==> config.mk <==
export PLATFORM = sky130hd
export DESIGN_NAME = fpx_xfer_unit
export DESIGN_NICKNAME = d
export VERILOG_FILES = /design/src/rtl/fpx_pkg.sv /design/src/rtl/fpx_agu.sv /design/src/rtl/fpx_seq.sv /design/src/rtl/fpx_hazard.sv /design/src/rtl/fpx_xfer_unit.sv
export SDC_FILE = /design/constraint.sdc
export NUM_CORES = 1
export LEC_CHECK = 0
export BUFFER_PORTS_ARGS = -buffer_cell sky130_fd_sc_hd__buf_2
export CORE_AREA = 2 2 157 159
export DETAILED_ROUTE_END_ITERATION = 8
export DIE_AREA = 0 0 159 161
export SYNTH_ARGS = -nofsm -noshare
export SYNTH_HDL_FRONTEND = slang
export SYNTH_SLANG_ARGS = --single-unit
==> constraint.sdc <==
create_clock -name clk -period 3.85 [get_ports clk]
set_input_delay 0.77 -clock clk [delete_from_list [all_inputs] [get_ports clk]]
set_output_delay 0.77 -clock clk [all_outputs]
set_load 0.02 [all_outputs]
==> src/rtl/fpx_pkg.sv <==
package fpx_pkg;
    localparam int ADDR_W   = 32;
    localparam int DATA_W   = 64;
    localparam int WORD_W   = DATA_W / 2;
    localparam int REG_W    = 5;
    localparam int DISP_W   = 16;
    localparam int WORD_B   = WORD_W / 8;
    localparam int WORD_LSB = $clog2(WORD_B);
    localparam int DBL_LSB  = $clog2(DATA_W / 8);

    typedef enum logic [1:0] {
        ST_IDLE  = 2'd0,
        ST_ISSUE = 2'd1,
        ST_WAIT  = 2'd2
    } xfer_state_e;

    typedef struct packed {
        logic              store;
        logic              dbl;
        logic              split;
        logic [REG_W-1:0]  freg;
        logic [ADDR_W-1:0] addr;
        logic [DATA_W-1:0] data;
    } xfer_ctx_t;

    function automatic logic [ADDR_W-1:0] calc_ea(
        input logic [ADDR_W-1:0] base,
        input logic [ADDR_W-1:0] index,
        input logic [DISP_W-1:0] disp,
        input logic              indexed
    );
        logic [ADDR_W-1:0] sext;
        sext = {{(ADDR_W-DISP_W){disp[DISP_W-1]}}, disp};
        return indexed ? (base + index) : (base + sext);
    endfunction

    function automatic logic is_misaligned(
        input logic [ADDR_W-1:0] addr,
        input logic              dbl
    );
        logic [ADDR_W-1:0] wmask;
        logic [ADDR_W-1:0] dmask;
        wmask = ADDR_W'((1 << WORD_LSB) - 1);
        dmask = ADDR_W'((1 << DBL_LSB) - 1);
        return dbl ? ((addr & dmask) != '0) : ((addr & wmask) != '0);
    endfunction
endpackage

==> src/rtl/fpx_agu.sv <==
module fpx_agu
    import fpx_pkg::*;
(
    input  logic [ADDR_W-1:0] base,
    input  logic [ADDR_W-1:0] index,
    input  logic [DISP_W-1:0] disp,
    input  logic              indexed,
    input  logic              dbl,
    output logic [ADDR_W-1:0] ea,
    output logic              misal
);
    always_comb begin
        ea    = calc_ea(base, index, disp, indexed);
        misal = is_misaligned(ea, dbl);
    end
endmodule

==> src/rtl/fpx_seq.sv <==
module fpx_seq
    import fpx_pkg::*;
(
    input  logic              clk,
    input  logic              rst,
    input  logic              req_valid,
    output logic              req_ready,
    input  xfer_ctx_t         new_ctx,
    input  logic              misal,
    output logic              addr_err,
    output logic              mem_valid,
    input  logic              mem_ready,
    output logic [ADDR_W-1:0] mem_addr,
    output logic              mem_we,
    output logic              mem_dw,
    output logic [DATA_W-1:0] mem_wdata,
    input  logic              mem_rvalid,
    input  logic [DATA_W-1:0] mem_rdata,
    output logic              wb_valid,
    output logic [REG_W-1:0]  wb_reg,
    output logic [DATA_W-1:0] wb_data,
    output logic              wb_pair,
    output logic              load_done
);
    xfer_state_e st_q, st_d;
    xfer_ctx_t   ctx_q, ctx_d;
    logic        beat_q, beat_d;
    logic        accept;
    logic        first_half;

    assign req_ready  = (st_q == ST_IDLE);
    assign accept     = req_valid && req_ready;
    assign addr_err   = accept && misal;
    assign first_half = ctx_q.split && !beat_q;

    always_comb begin
        st_d   = st_q;
        ctx_d  = ctx_q;
        beat_d = beat_q;
        case (st_q)
            ST_IDLE: begin
                if (accept && !misal) begin
                    ctx_d  = new_ctx;
                    beat_d = 1'b0;
                    st_d   = ST_ISSUE;
                end
            end
            ST_ISSUE: begin
                if (mem_ready) begin
                    if (!ctx_q.store)    st_d   = ST_WAIT;
                    else if (first_half) beat_d = 1'b1;
                    else                 st_d   = ST_IDLE;
                end
            end
            ST_WAIT: begin
                if (mem_rvalid) begin
                    if (first_half) begin
                        beat_d = 1'b1;
                        st_d   = ST_ISSUE;
                    end else begin
                        st_d   = ST_IDLE;
                    end
                end
            end
            default: st_d = ST_IDLE;
        endcase
    end

    always_ff @(posedge clk) begin
        if (rst) begin
            st_q   <= ST_IDLE;
            ctx_q  <= '0;
            beat_q <= 1'b0;
        end else begin
            st_q   <= st_d;
            ctx_q  <= ctx_d;
            beat_q <= beat_d;
        end
    end

    always_comb begin
        mem_valid = (st_q == ST_ISSUE);
        mem_we    = ctx_q.store;
        mem_dw    = ctx_q.dbl && !ctx_q.split;
        mem_addr  = ctx_q.addr + (beat_q ? ADDR_W'(WORD_B) : '0);
        if (mem_dw)
            mem_wdata = ctx_q.data;
        else if (beat_q)
            mem_wdata = {{WORD_W{1'b0}}, ctx_q.data[DATA_W-1:WORD_W]};
        else
            mem_wdata = {{WORD_W{1'b0}}, ctx_q.data[WORD_W-1:0]};
    end

    always_comb begin
        wb_valid  = (st_q == ST_WAIT) && mem_rvalid;
        wb_pair   = ctx_q.split;
        wb_reg    = ctx_q.split ? {ctx_q.freg[REG_W-1:1], beat_q} : ctx_q.freg;
        wb_data   = mem_dw ? mem_rdata : {{WORD_W{1'b0}}, mem_rdata[WORD_W-1:0]};
        load_done = wb_valid && !first_half;
    end

    AST_REQ_HOLD: assert property (@(posedge clk) disable iff (rst)
        (mem_valid && !mem_ready) |=> (mem_valid && $stable(mem_addr) && $stable(mem_wdata)));
    AST_ONE_INFLIGHT: assert property (@(posedge clk) disable iff (rst)
        (mem_valid && mem_ready && !mem_we) |=> !mem_valid);
    AST_ERR_SUPPRESS: assert property (@(posedge clk) disable iff (rst)
        addr_err |=> !mem_valid);
    AST_STORE_NO_WB: assert property (@(posedge clk) disable iff (rst)
        (mem_valid && mem_ready && mem_we) |=> !wb_valid);
    AST_EVEN_FIRST: assert property (@(posedge clk) disable iff (rst)
        (wb_valid && !load_done) |-> !wb_reg[0]);
endmodule

==> src/rtl/fpx_hazard.sv <==
module fpx_hazard
    import fpx_pkg::*;
(
    input  logic             clk,
    input  logic             rst,
    input  logic             load_done,
    input  logic [REG_W-1:0] ld_reg,
    input  logic             ld_pair,
    input  logic             use_valid,
    input  logic [REG_W-1:0] use_reg,
    output logic             use_hazard
);
    logic             last_vld_q;
    logic [REG_W-1:0] last_reg_q;
    logic             last_pair_q;
    logic             match;

    always_ff @(posedge clk) begin
        if (rst) begin
            last_vld_q  <= 1'b0;
            last_reg_q  <= '0;
            last_pair_q <= 1'b0;
        end else begin
            last_vld_q <= load_done;
            if (load_done) begin
                last_reg_q  <= ld_reg;
                last_pair_q <= ld_pair;
            end
        end
    end

    assign match      = last_pair_q ? (use_reg[REG_W-1:1] == last_reg_q[REG_W-1:1])
                                    : (use_reg == last_reg_q);
    assign use_hazard = use_valid && last_vld_q && match;

    AST_HZ_AFTER_LOAD: assert property (@(posedge clk) disable iff (rst)
        use_hazard |-> $past(load_done));
endmodule

==> src/rtl/fpx_xfer_unit.sv <==
module fpx_xfer_unit
    import fpx_pkg::*;
(
    input  logic              clk,
    input  logic              rst,
    input  logic              dp64,
    input  logic              req_valid,
    output logic              req_ready,
    input  logic              req_store,
    input  logic              req_dbl,
    input  logic              req_indexed,
    input  logic [ADDR_W-1:0] req_base,
    input  logic [ADDR_W-1:0] req_index,
    input  logic [DISP_W-1:0] req_disp,
    input  logic [REG_W-1:0]  req_freg,
    input  logic [DATA_W-1:0] req_wdata,
    output logic              addr_err,
    output logic              mem_valid,
    input  logic              mem_ready,
    output logic [ADDR_W-1:0] mem_addr,
    output logic              mem_we,
    output logic              mem_dw,
    output logic [DATA_W-1:0] mem_wdata,
    input  logic              mem_rvalid,
    input  logic [DATA_W-1:0] mem_rdata,
    output logic              wb_valid,
    output logic [REG_W-1:0]  wb_reg,
    output logic [DATA_W-1:0] wb_data,
    input  logic              use_valid,
    input  logic [REG_W-1:0]  use_reg,
    output logic              use_hazard
);
    logic [ADDR_W-1:0] ea;
    logic              misal;
    xfer_ctx_t         new_ctx;
    logic              wb_pair;
    logic              load_done;

    fpx_agu agu_i (
        .base    (req_base),
        .index   (req_index),
        .disp    (req_disp),
        .indexed (req_indexed),
        .dbl     (req_dbl),
        .ea      (ea),
        .misal   (misal)
    );

    always_comb begin
        new_ctx.store = req_store;
        new_ctx.dbl   = req_dbl;
        new_ctx.split = req_dbl && !dp64;
        new_ctx.freg  = req_freg;
        new_ctx.addr  = ea;
        new_ctx.data  = req_wdata;
    end

    fpx_seq seq_i (
        .clk        (clk),
        .rst        (rst),
        .req_valid  (req_valid),
        .req_ready  (req_ready),
        .new_ctx    (new_ctx),
        .misal      (misal),
        .addr_err   (addr_err),
        .mem_valid  (mem_valid),
        .mem_ready  (mem_ready),
        .mem_addr   (mem_addr),
        .mem_we     (mem_we),
        .mem_dw     (mem_dw),
        .mem_wdata  (mem_wdata),
        .mem_rvalid (mem_rvalid),
        .mem_rdata  (mem_rdata),
        .wb_valid   (wb_valid),
        .wb_reg     (wb_reg),
        .wb_data    (wb_data),
        .wb_pair    (wb_pair),
        .load_done  (load_done)
    );

    fpx_hazard hz_i (
        .clk        (clk),
        .rst        (rst),
        .load_done  (load_done),
        .ld_reg     (wb_reg),
        .ld_pair    (wb_pair),
        .use_valid  (use_valid),
        .use_reg    (use_reg),
        .use_hazard (use_hazard)
    );

    AST_ADDR_ALIGNED: assert property (@(posedge clk) disable iff (rst)
        mem_valid |-> (mem_dw ? (mem_addr[2:0] == 3'b000) : (mem_addr[1:0] == 2'b00)));
endmodule

==> run summary <==
Post-DRT Antenna Nets - 0
Worst EP arrival - 2.79 ns
Finish-stage setup viols - 0
Reg clk slew, reported paths - 0.05 ns
R2r setup slk - 1.48 ns
CP dominant cell by count - buf_2
Leakage - 4.80 nW
Crit path max-delay family - buffers and inverters
Main synth FF type - dfxtp_1
Global-route wire length before repair - 41,100 um
Number of max-cap violations - 0
Io pins - 400
Fin Clk Skew - 0.0106 ns
FMAX - 281 MHz
Crit path from - req_indexed
Port Buf Inserts - 335
Final HPWL DP - 21,500 um
Clk_lat worst skew - 0.41 ns
Seq cells post-synth - 114
Worst slew pin tran - 0.881 ns
Crit share post-route - 92.5%
RSZ-0062 raised after global routing - no
GR Util All Layers - 20.4%
Bufs on Longest Clock Path - 2
Root Buffer - clkbuf_16
PD cells - 409 mW/mm^2
Nets - 1,570
H-tree depth - 4
Pre-antenna DRT Iters - 5
Hold_sp - seq_i.ctx_q[10]
Final Hold Fails - 0
Fill count - 2,531
Num Clock Sinks - 114
CP Class - input port to output port
Hold-fix buffers at CTS - 0
Post-synth EDFFs - 0
Setup_tns - 0 ns
Post-synth ARST share - 0%
Worst hold path type - register to register
Die Y - 161 um
Synth area leader - dfxtp_1
Total wire length - 27,400 um
Outcome - completed
YS warnings - 0
Worst VDD drop - 0.281 mV
Mapped Cells - 1,031
Worst path slowest cell - nor2_1
Share of the synthesized area in the top cell type - 29.4%
Vias in the first global route - 7,528
DP Cell Count - 1,609
Pin count of the biggest net entering global routing - 68
Mapped cell area - 0.00776 sq mm
DR WL/cell - 16.7 um
Area growth syn-to-layout - 30.2%
Worst setup EP type - output port
Fin crit period - 3.56 ns
Grt total ovfl - 0
GP Congestion - 0.886
Initial antenna violation count - 5
CTS buffer count - 17
CORE AREA - 0.0240 sq mm
Syn nets - 1,297
Final Max Slew Viols - 0
Worst Path Buf+Inv - 3
Critical path required time - 3.08 ns
Sequential share of the synthesized area - 29.4%
Chip width - 159 um
Non-filler instance count after layout - 1,643
Post-DR vias/cell - 4.86
Initial core utilization - 32.4%
CP max stage delay - 0.41 ns
Worst Setup Start Kind - input port
Die Area - 0.0256 sq mm
Residual DRC - 0
Total power - 0.00413 W
Launch point of the worst reg-to-reg path - seq_i.st_q[1]
Synthesized area per cell - 7.53 sq um
Synth cell types - 62
Crit-path max FO - 32
Layout cell share with drive strength beyond 1 - 33.3%
CTS tree - yes
Area contributors post-synth - dfxtp_1, nand2_1, a21oi_1
First DRT Iteration DRCs - 536
Vias - 7,988
Cells along the critical path - buf_2 > buf_12 > mux2_2 > ha_1 > xnor2_1 > a21oi_1 > nor2_1 > buf_2
Rows - 57
Rel. slew slack - 41.1%
Yosys cell counts (5+ instances only):
library cell	count
buf_2	6
nand4_1	11
nand3b_1	5
xor2_1	23
nor2_1	44
o21ai_0	24
a21oi_1	118
and2_1	70
and3_1	9
xnor2_1	32
nand2_1	251
mux2_2	47
a21o_1	13
inv_1	13
nor2b_1	10
nor3_1	11
o211ai_1	8
clkbuf_1	50
nand2b_1	5
nand3_1	17
mux2i_1	9
o21ai_1	5
buf_4	38
dfxtp_1	114
ha_1	37
path summary, 6_finish.rpt:
check	depth (start not counted)	endpoint
setup / recovery	8	addr_err
hold reg to reg	2	seq_i.ctx_q[10]
hold / removal	2	seq_i.ctx_q[10]
setup reg to reg	7	seq_i.ctx_q[92]
cell usage in the layout (no fill, tap or decap), types with 3 or more instances in the layout:
cell type,synthesis,layout
buf_2,6,334
nand2_1,251,251
a21oi_1,118,118
dfxtp_1,114,114
and2_1,70,70
mux2_2,47,47
nor2_1,44,43
ha_1,37,37
xnor2_1,32,32
o21ai_0,24,24
xor2_1,23,23
nand3_1,17,17
clkbuf_16,0,17
buf_4,38,14
inv_1,13,13
a21o_1,13,13
nor3_1,11,11
nand4_1,11,11
nor2b_1,10,9
mux2i_1,9,9
o211ai_1,8,8
and3_1,9,8
nand2b_1,5,5
nand3b_1,5,5
o21ai_1,5,5
o21bai_1,4,4
and4_1,4,4
a211oi_1,4,4
o21a_1,4,4
clkinv_2,0,4
a31oi_1,3,3
or3_1,3,3
bufinv_16,0,3
clkbuf_1,50,3
clkinvlp_4,0,3
buf_12,0,3
area by class of cell:
cell class	count	area [sq um]	area share, %
diodes	2	5.00	0.0495
repair buffers	351	1840	18.2
clock inverters	10	133	1.31
multi-input cells	807	4930	48.8
clock buffers	22	464	4.59
well taps	324	405	4.01
flip-flops and latches	114	2280	22.6
inverters	13	48.8	0.483
sequential cells by signal, summed over array words and instances, names as in the netlist:
register          count
hz_i.last_pair_q      1
hz_i.last_reg_q       5
hz_i.last_vld_q       1
seq_i.beat_q          1
seq_i.ctx_q         102
seq_i.mem_we          1
seq_i.st_q            2
seq_i.wb_pair         1
worst register-to-register path: stages, from the launching register on:
cell and delay (ns):
dfxtp_1 0.35, inv_1 0.09, ha_1 0.35, nand2_1 0.14, a211o_2 0.37, or2_0 0.35
or4_1 0.55, o211ai_1 0.09
layer usage:
layer	global-route usage [%]	share of wire [%]	up-vias
li1	-	-	4017
met1	24.0	41	3619
met2	34.4	48	294
met3	4.85	6.0	56
met4	11.1	4.7	2
met5	0	0.047	-
power breakdown:
part / total, W / internal [W] / switching [W]
combinational: 0.00119 / 0.000465 / 0.000724
sequential: 0.00135 / 0.00127 / 0.0000770
clock: 0.00159 / 0.00105 / 0.000548
cell families (layout without fill, tap and decap cells):
group | after synthesis | in the layout | share of synthesized area (%)
AOI/OAI and AO/OA | 208 | 208 | 16.3
other | 0 | 2 | 0
buffers and inverters | 110 | 396 | 7.26
DFF | 114 | 114 | 29.4
adders and majority gates | 38 | 38 | 6.22
muxes | 56 | 56 | 7.98
and+or+nand+nor | 450 | 450 | 26.6
xor gates and xnor gates | 55 | 55 | 6.21
what timing repair did:
action | CTS | global route
gates resized for setup | 0 | 1
buffers inserted | 0 | 0
setup endpoints to repair | 0 | 3
per-stage QoR:
| stage | worst slack [ns] | utilization (%) | instance area (sq um) | hold WS (ns) |
|---|---|---|---|---|
| floorplan | 0.299 | - | 7760 | 0.431 |
| global placement | 0.229 | 39.6 | 9500 | 0.439 |
| detailed placement | 0.262 | 39.6 | 9500 | 0.445 |
| CTS | 0.170 | 42.1 | 10100 | 0.454 |
| global route | 0.0946 | 42.1 | 10100 | 0.468 |
| finish | 0.288 | 42.2 | 10100 | 0.452 |
(Power assumes the default switching activity.)
